--- config.mk ---
export PLATFORM = sky130hd
export DESIGN_NAME = cfg3w_slave
export DESIGN_NICKNAME = d
export VERILOG_FILES = /design/src/rtl/cfg3w_pkg.sv /design/src/rtl/cfg3w_sync.sv /design/src/rtl/cfg3w_regbank.sv /design/src/rtl/cfg3w_readback.sv /design/src/rtl/cfg3w_slave.sv
export SDC_FILE = /design/constraint.sdc
export NUM_CORES = 1
export LEC_CHECK = 0
export ABC_AREA = 1
export BUFFER_PORTS_ARGS = -buffer_cell sky130_fd_sc_hd__buf_2
export CAP_MARGIN = 20
export CORE_MARGIN = 8
export CORE_UTILIZATION = 47
export CTS_CLUSTER_SIZE = 24
export DETAILED_ROUTE_END_ITERATION = 12
export PLACE_DENSITY = 0.79
export SYNTH_ARGS = -nofsm -noshare
export SYNTH_HDL_FRONTEND = slang
export SYNTH_SLANG_ARGS = --single-unit
--- constraint.sdc ---
create_clock -name clk -period 16.9 [get_ports clk]
set_input_delay 1.69 -clock clk [delete_from_list [all_inputs] [get_ports clk]]
set_output_delay 1.69 -clock clk [all_outputs]
set_load 0.02 [all_outputs]
--- src/rtl/cfg3w_pkg.sv ---
package cfg3w_pkg;
  parameter int DEF_WORD_W   = 32;
  parameter int DEF_NREG     = 16;
  parameter int DEF_RB_W     = 16;
  parameter int DEF_NSRC     = 4;
  parameter int DEF_RB_ADDR  = 7;
  parameter int DEF_RB_EN    = 8;
  parameter int DEF_SEL_LSB  = 4;
  parameter int DEF_SYNC     = 2;
endpackage

--- src/rtl/cfg3w_sync.sv ---
module cfg3w_sync #(
  parameter int W      = 4,
  parameter int STAGES = 2
) (
  input  logic         clk,
  input  logic         rst_n,
  input  logic [W-1:0] d_i,
  output logic [W-1:0] q_o
);
  logic [W-1:0] stg_q [STAGES];

  genvar g;
  generate
    for (g = 0; g < STAGES; g++) begin : g_stage
      if (g == 0) begin : g_first
        always_ff @(posedge clk or negedge rst_n) begin
          if (!rst_n) stg_q[g] <= '0;
          else        stg_q[g] <= d_i;
        end
      end else begin : g_next
        always_ff @(posedge clk or negedge rst_n) begin
          if (!rst_n) stg_q[g] <= '0;
          else        stg_q[g] <= stg_q[g-1];
        end
      end
    end
  endgenerate

  assign q_o = stg_q[STAGES-1];
endmodule

--- src/rtl/cfg3w_regbank.sv ---
module cfg3w_regbank #(
  parameter int WORD_W = 32,
  parameter int NREG   = 16,
  localparam int ADDR_W = $clog2(NREG)
) (
  input  logic                   clk,
  input  logic                   rst_n,
  input  logic                   shift_ev,
  input  logic                   sdata,
  input  logic                   latch_ev,
  output logic [WORD_W-1:0]      shreg_o,
  output logic [NREG*WORD_W-1:0] bank_o
);
  logic [WORD_W-1:0] shreg_q, shreg_d;
  logic [WORD_W-1:0] bank_q [NREG];

  // shift register next state
  always_comb begin
    shreg_d = shreg_q;
    if (shift_ev) shreg_d = {shreg_q[WORD_W-2:0], sdata};
  end

  always_ff @(posedge clk or negedge rst_n) begin
    if (!rst_n) shreg_q <= '0;
    else        shreg_q <= shreg_d;
  end

  genvar g;
  generate
    for (g = 0; g < NREG; g++) begin : g_reg
      logic wr_en;
      assign wr_en = latch_ev && (shreg_q[ADDR_W-1:0] == ADDR_W'(g));
      always_ff @(posedge clk or negedge rst_n) begin
        if (!rst_n)     bank_q[g] <= '0;
        else if (wr_en) bank_q[g] <= shreg_q;
      end
      assign bank_o[g*WORD_W +: WORD_W] = bank_q[g];
    end
  endgenerate

  assign shreg_o = shreg_q;
endmodule

--- src/rtl/cfg3w_readback.sv ---
module cfg3w_readback #(
  parameter int RB_W    = 16,
  parameter int NSRC    = 4,
  parameter int RB_ADDR = 7,
  parameter int ADDR_W  = 4,
  localparam int SEL_W  = $clog2(NSRC),
  localparam int CNT_W  = $clog2(RB_W + 2),
  localparam int LAST   = RB_W + 1
) (
  input  logic               clk,
  input  logic               rst_n,
  input  logic               ce,
  input  logic               clk_ev,
  input  logic               latch_ev,
  input  logic               sle_lvl,
  input  logic [ADDR_W-1:0]  addr,
  input  logic               en_bit,
  input  logic [SEL_W-1:0]   sel,
  input  logic [NSRC*RB_W-1:0] status,
  output logic               data_o,
  output logic               oe_o
);
  logic [RB_W-1:0]  src [NSRC];
  logic             active_q, active_d;
  logic [CNT_W-1:0] cnt_q, cnt_d;
  logic [RB_W-1:0]  word_q, word_d;
  logic             oe_q, oe_d;
  logic             dout_q, dout_d;
  logic             arm;

  genvar g;
  generate
    for (g = 0; g < NSRC; g++) begin : g_src
      assign src[g] = status[g*RB_W +: RB_W];
    end
  endgenerate

  assign arm = (addr == ADDR_W'(RB_ADDR)) && en_bit;

  // readback next state
  always_comb begin
    active_d = active_q;
    cnt_d    = cnt_q;
    word_d   = word_q;
    oe_d     = oe_q;
    dout_d   = dout_q;
    if (!ce || (active_q && !sle_lvl)) begin
      active_d = 1'b0;
      oe_d     = 1'b0;
      dout_d   = 1'b0;
    end else if (latch_ev) begin
      oe_d     = 1'b0;
      dout_d   = 1'b0;
      cnt_d    = '0;
      active_d = arm;
      if (arm) word_d = src[sel];
    end else if (active_q && clk_ev) begin
      cnt_d = cnt_q + 1'b1;
      if (cnt_q == '0) begin
        oe_d   = 1'b1;
        dout_d = 1'b0;
      end else if (cnt_q == CNT_W'(LAST)) begin
        oe_d     = 1'b0;
        dout_d   = 1'b0;
        active_d = 1'b0;
      end else begin
        dout_d = word_q[RB_W-1];
        word_d = {word_q[RB_W-2:0], 1'b0};
      end
    end
  end

  always_ff @(posedge clk or negedge rst_n) begin
    if (!rst_n) begin
      active_q <= 1'b0;
      cnt_q    <= '0;
      word_q   <= '0;
      oe_q     <= 1'b0;
      dout_q   <= 1'b0;
    end else begin
      active_q <= active_d;
      cnt_q    <= cnt_d;
      word_q   <= word_d;
      oe_q     <= oe_d;
      dout_q   <= dout_d;
    end
  end

  assign data_o = dout_q;
  assign oe_o   = oe_q;
endmodule

--- src/rtl/cfg3w_slave.sv ---
module cfg3w_slave
  import cfg3w_pkg::*;
#(
  parameter int WORD_W  = DEF_WORD_W,
  parameter int NREG    = DEF_NREG,
  parameter int RB_W    = DEF_RB_W,
  parameter int NSRC    = DEF_NSRC,
  parameter int RB_ADDR = DEF_RB_ADDR,
  parameter int RB_EN   = DEF_RB_EN,
  parameter int SEL_LSB = DEF_SEL_LSB,
  parameter int SYNC    = DEF_SYNC,
  localparam int ADDR_W = $clog2(NREG),
  localparam int SEL_W  = $clog2(NSRC)
) (
  input  logic                   clk,
  input  logic                   rst_n,
  input  logic                   ce_i,
  input  logic                   sclk_i,
  input  logic                   sdata_i,
  input  logic                   sle_i,
  input  logic [NSRC*RB_W-1:0]   status_i,
  output logic [NREG*WORD_W-1:0] latch_bank_o,
  output logic                   rb_data_o,
  output logic                   rb_oe_o
);
  logic       rst_m_q, rst_q_n;
  logic [3:0] pins_s;
  logic       ce_s, sclk_s, sdata_s, sle_s;
  logic       sclk_d_q, sle_d_q;
  logic       shift_ev, latch_ev, sle_fall;
  logic [WORD_W-1:0] shreg;

  // reset: asserted asynchronously, released on the clock
  always_ff @(posedge clk or negedge rst_n) begin
    if (!rst_n) begin
      rst_m_q <= 1'b0;
      rst_q_n <= 1'b0;
    end else begin
      rst_m_q <= 1'b1;
      rst_q_n <= rst_m_q;
    end
  end

  cfg3w_sync #(.W(4), .STAGES(SYNC)) u_sync (
    .clk   (clk),
    .rst_n (rst_q_n),
    .d_i   ({ce_i, sclk_i, sdata_i, sle_i}),
    .q_o   (pins_s)
  );
  assign {ce_s, sclk_s, sdata_s, sle_s} = pins_s;

  always_ff @(posedge clk or negedge rst_q_n) begin
    if (!rst_q_n) begin
      sclk_d_q <= 1'b0;
      sle_d_q  <= 1'b0;
    end else begin
      sclk_d_q <= sclk_s;
      sle_d_q  <= sle_s;
    end
  end

  assign shift_ev = ce_s && sclk_s && !sclk_d_q;
  assign latch_ev = ce_s && sle_s && !sle_d_q;
  assign sle_fall = !sle_s && sle_d_q;

  cfg3w_regbank #(.WORD_W(WORD_W), .NREG(NREG)) u_bank (
    .clk      (clk),
    .rst_n    (rst_q_n),
    .shift_ev (shift_ev),
    .sdata    (sdata_s),
    .latch_ev (latch_ev),
    .shreg_o  (shreg),
    .bank_o   (latch_bank_o)
  );

  cfg3w_readback #(.RB_W(RB_W), .NSRC(NSRC), .RB_ADDR(RB_ADDR), .ADDR_W(ADDR_W)) u_rb (
    .clk      (clk),
    .rst_n    (rst_q_n),
    .ce       (ce_s),
    .clk_ev   (shift_ev),
    .latch_ev (latch_ev),
    .sle_lvl  (sle_s),
    .addr     (shreg[ADDR_W-1:0]),
    .en_bit   (shreg[RB_EN]),
    .sel      (shreg[SEL_LSB +: SEL_W]),
    .status   (status_i),
    .data_o   (rb_data_o),
    .oe_o     (rb_oe_o)
  );
endmodule

==> flow_metrics.py <==
metrics = {
    "clock_network": {
        "cts_buffer_depth": 3,
        "clk_latency_ps": 600,
        "cts-resized-gates": 0,
        "clk_pin_slew_ps": 60,
        "cts_root_buffer": "clkbuf_16",
        "htree_levels": 2,
        "cts_buffers": 56,
        "cts.hold.buffers_added": 0,
        "cts_tree": "yes",
        "cts_setup_buffers": 0,
        "clock_sinks": 580,
    },
    "timing": {
        "final-max-slew-violation-count": 0,
        "tns_ps": 0,
        "skew_ps": 25.9,
        "slew_headroom": 0.268,
        "tightest_slew_ps": 1100,
        "whs_ps": 349,
        "max_freq_ghz": 0.302,
        "hold_violations": 0,
        "fin_crit_sh": 0.196,
        "post-route-min-period_ps": 3310,
        "grt_setup_unrepaired": "no",
        "finalSetupViolCount": 0,
    },
    "critical_path": {
        "slowest_stage": "dfrtp_4",
        "worstPathArrival_ps": 3890,
        "crit_buf_inv": 4,
        "critPathRequiredTime_ps": 17480,
        "crit_type": "reg -> async",
        "path_delay_family": "buffers and inverters",
        "slowest_delay_ps": 950,
        "crit_path_max_fanout": 82,
        "crit_path_frequent_cell": "buf_4",
        "crit_chain": "buf_4 > buf_4 > buf_16 > buf_4",
        "setup.worst_path.start_class": "flip-flop",
        "end_kind": "asynchronous set/reset pin",
    },
    "detailed_routing": {
        "postRouteWirelength_um": 67500,
        "drtIter0Drc": 1659,
        "drt_first_pass_iters": 6,
        "ant_nets": 0,
        "via_count": 17597,
        "drc": 0,
        "viasPerCell": 5.36,
        "detail_route.wl_per_cell_um": 20.6,
    },
    "grt": {
        "gr-total-overflow": 0,
        "track_usage": 0.250,
        "grt_antenna_before_repair": 4,
        "grt_max_degree": 86,
        "grt_pass1_wl_um": 103000,
        "grt_pass1_vias": 17309,
    },
    "place": {
        "postPlaceCellArea_um2": 24500,
        "dp_cells": 3171,
        "globalplace.congestion": 0.846,
        "port_buffers": 583,
        "post-dp-hpwl_um": 45500,
    },
    "logic_synthesis": {
        "synth_edf_count": 0,
        "synth_ff_type": "dfrtp_1",
        "synth_common_cells": "nand2_1 (607), dfrtp_1 (580), o21ai_0 (435), clkbuf_1 (121), inv_1 (91)",
        "netlist-cell-type-count": 27,
        "synth_area_leaders": "dfrtp_1 (68%), nand2_1 (11%), o21ai_0 (10%)",
        "synthesis.instances": 2123,
        "yosys_warnings": 0,
        "ys_seq_area_frac": 0.683,
        "ys_ff_latch": 580,
        "yosysTopAreaCellShare": 0.683,
        "synthesis.nets": 2196,
        "synth-async-reset-ratio": 1.00,
        "avgSynthCellArea_um2": 10.0,
        "synth.most_common_cell": "nand2_1",
        "syn-cell-area_um2": 21200,
        "synth.largest_area_cell": "dfrtp_1",
    },
    "job": {
        "maxCapViolCount": 0,
    },
    "die": {
        "die_w_um": 229,
        "core_area_um2": 45000,
        "die_y_um": 229,
        "initial_core_util": 0.472,
        "rows": 78,
        "io_pins": 584,
        "dieArea_um2": 52200,
    },
    "pwr": {
        "seqPwrFrac": 0.484,
        "switchingPower_w": 0.000913,
        "netSwitchingFraction": 0.283,
        "combPwrFrac": 0.138,
        "p_leak_nw": 14.2,
        "intPower_w": 0.00231,
        "irDropWorstVdd_uv": 98.4,
        "power_frac_clock": 0.378,
        "power_density_nw_per_um2": 122,
    },
    "final_layout": {
        "final_layout_size_suffix_gt1_frac": 0.276,
        "seq_area_um2": 14500,
        "synthToLayoutAreaGrowth_pct": 24.4,
        "multi_input_area_um2": 5790,
        "final_cells": 3280,
        "nets": 2710,
        "nFillCells": 3701,
        "utilization": 0.587,
        "design_area_um2": 26400,
    },
    "outcome": {
        "outcome": "completed",
    },
    "worst_hold_path": {
        "min_path_type": "reg -> reg",
    },
}
logic make-up after synthesis:
| group | count (synthesis) | share of synthesized area |
|---|---|---|
| multiplexers | 1 | 0.000530 |
| other | 1 | 0.000177 |
| adder cells (fa/ha/maj) | 3 | 0.00177 |
| flip-flops | 580 | 0.683 |
| buffers and inverters | 244 | 0.0454 |
| AO/OA/AOI/OAI | 488 | 0.115 |
| XOR/XNOR | 3 | 0.00124 |
| AND/OR/NAND/NOR | 803 | 0.152 |
sequential cells by signal, summed over array words and instances, names as in the netlist, 4 cells and up:
name	flops
u_rb.word_q	16
u_sync.q_o	4
u_rb.cnt_q	5
u_bank.shreg_o	32
u_bank.bank_o	512
u_sync.stg_q	4
worst register-to-register path, cell delays in order, from the launching register on:
cell and delay (ps):
dfrtp_4 950, buf_4 740, buf_4 340, buf_16 330, buf_4 880
layout by cell type (no fill, tap or decap), drive strengths merged, types with 28 or more instances in the layout:
master	count
nand3	79
nand2	607
or2	28
nor2	76
inv	96
o21ai	456
clkbuf	74
dfrtp	580
buf	609
a21oi	30
routing by layer:
metal / wire, um / global-route usage / vias to the layer above
met5: 13 / 0 / -
met4: 2280 / 0.0872 / 2
met3: 7570 / 0.0887 / 135
met2: 30600 / 0.385 / 978
met1: 27000 / 0.325 / 8619
li1: - / - / 7863
cell type report:
cell class | instances | area share
Tap cell | 600 | 0.0284
Antenna cell | 1 | 0.0000947
Multi-Input combinational cell | 1299 | 0.219
Inverter | 91 | 0.0129
Timing Repair Buffer | 609 | 0.123
Clock inverter | 26 | 0.00923
Clock buffer | 74 | 0.0579
Sequential cell | 580 | 0.549
power groups by stage:
stage / registers [W] / logic [W] / clock network [W]
global route: 0.00157 / 0.000488 / 0.00130
floorplan: 0.00168 / 0.000170 / 0
finish: 0.00156 / 0.000445 / 0.00122
global placement: 0.00157 / 0.000429 / 0
CTS: 0.00156 / 0.000441 / 0.00124
detailed placement: 0.00158 / 0.000441 / 0
final timing paths:
path	start	end	slack [ps]	depth (start not counted)
max	rst_q_n	u_bank.bank_o[289]	13590	4
min	u_sync.stg_q[6]	u_sync.q_o[2]	350	0
max reg2reg	rst_q_n	u_bank.bank_o[289]	13590	4
min reg2reg	u_sync.stg_q[6]	u_sync.q_o[2]	350	0
max in group clk	u_sync.q_o[3]	u_bank.bank_o[508]	13870	6
min in group asynchronous	rst_q_n	u_bank.bank_o[404]	420	0
per-stage QoR:
stage	power, W	worst slack (ps)
finish	0.00323	13590
global route	0.00336	13110
CTS	0.00324	13140
detailed placement	0.00202	13150
global placement	0.00200	13270
floorplan	0.00185	7460
Power figures use the tool's default switching activity.
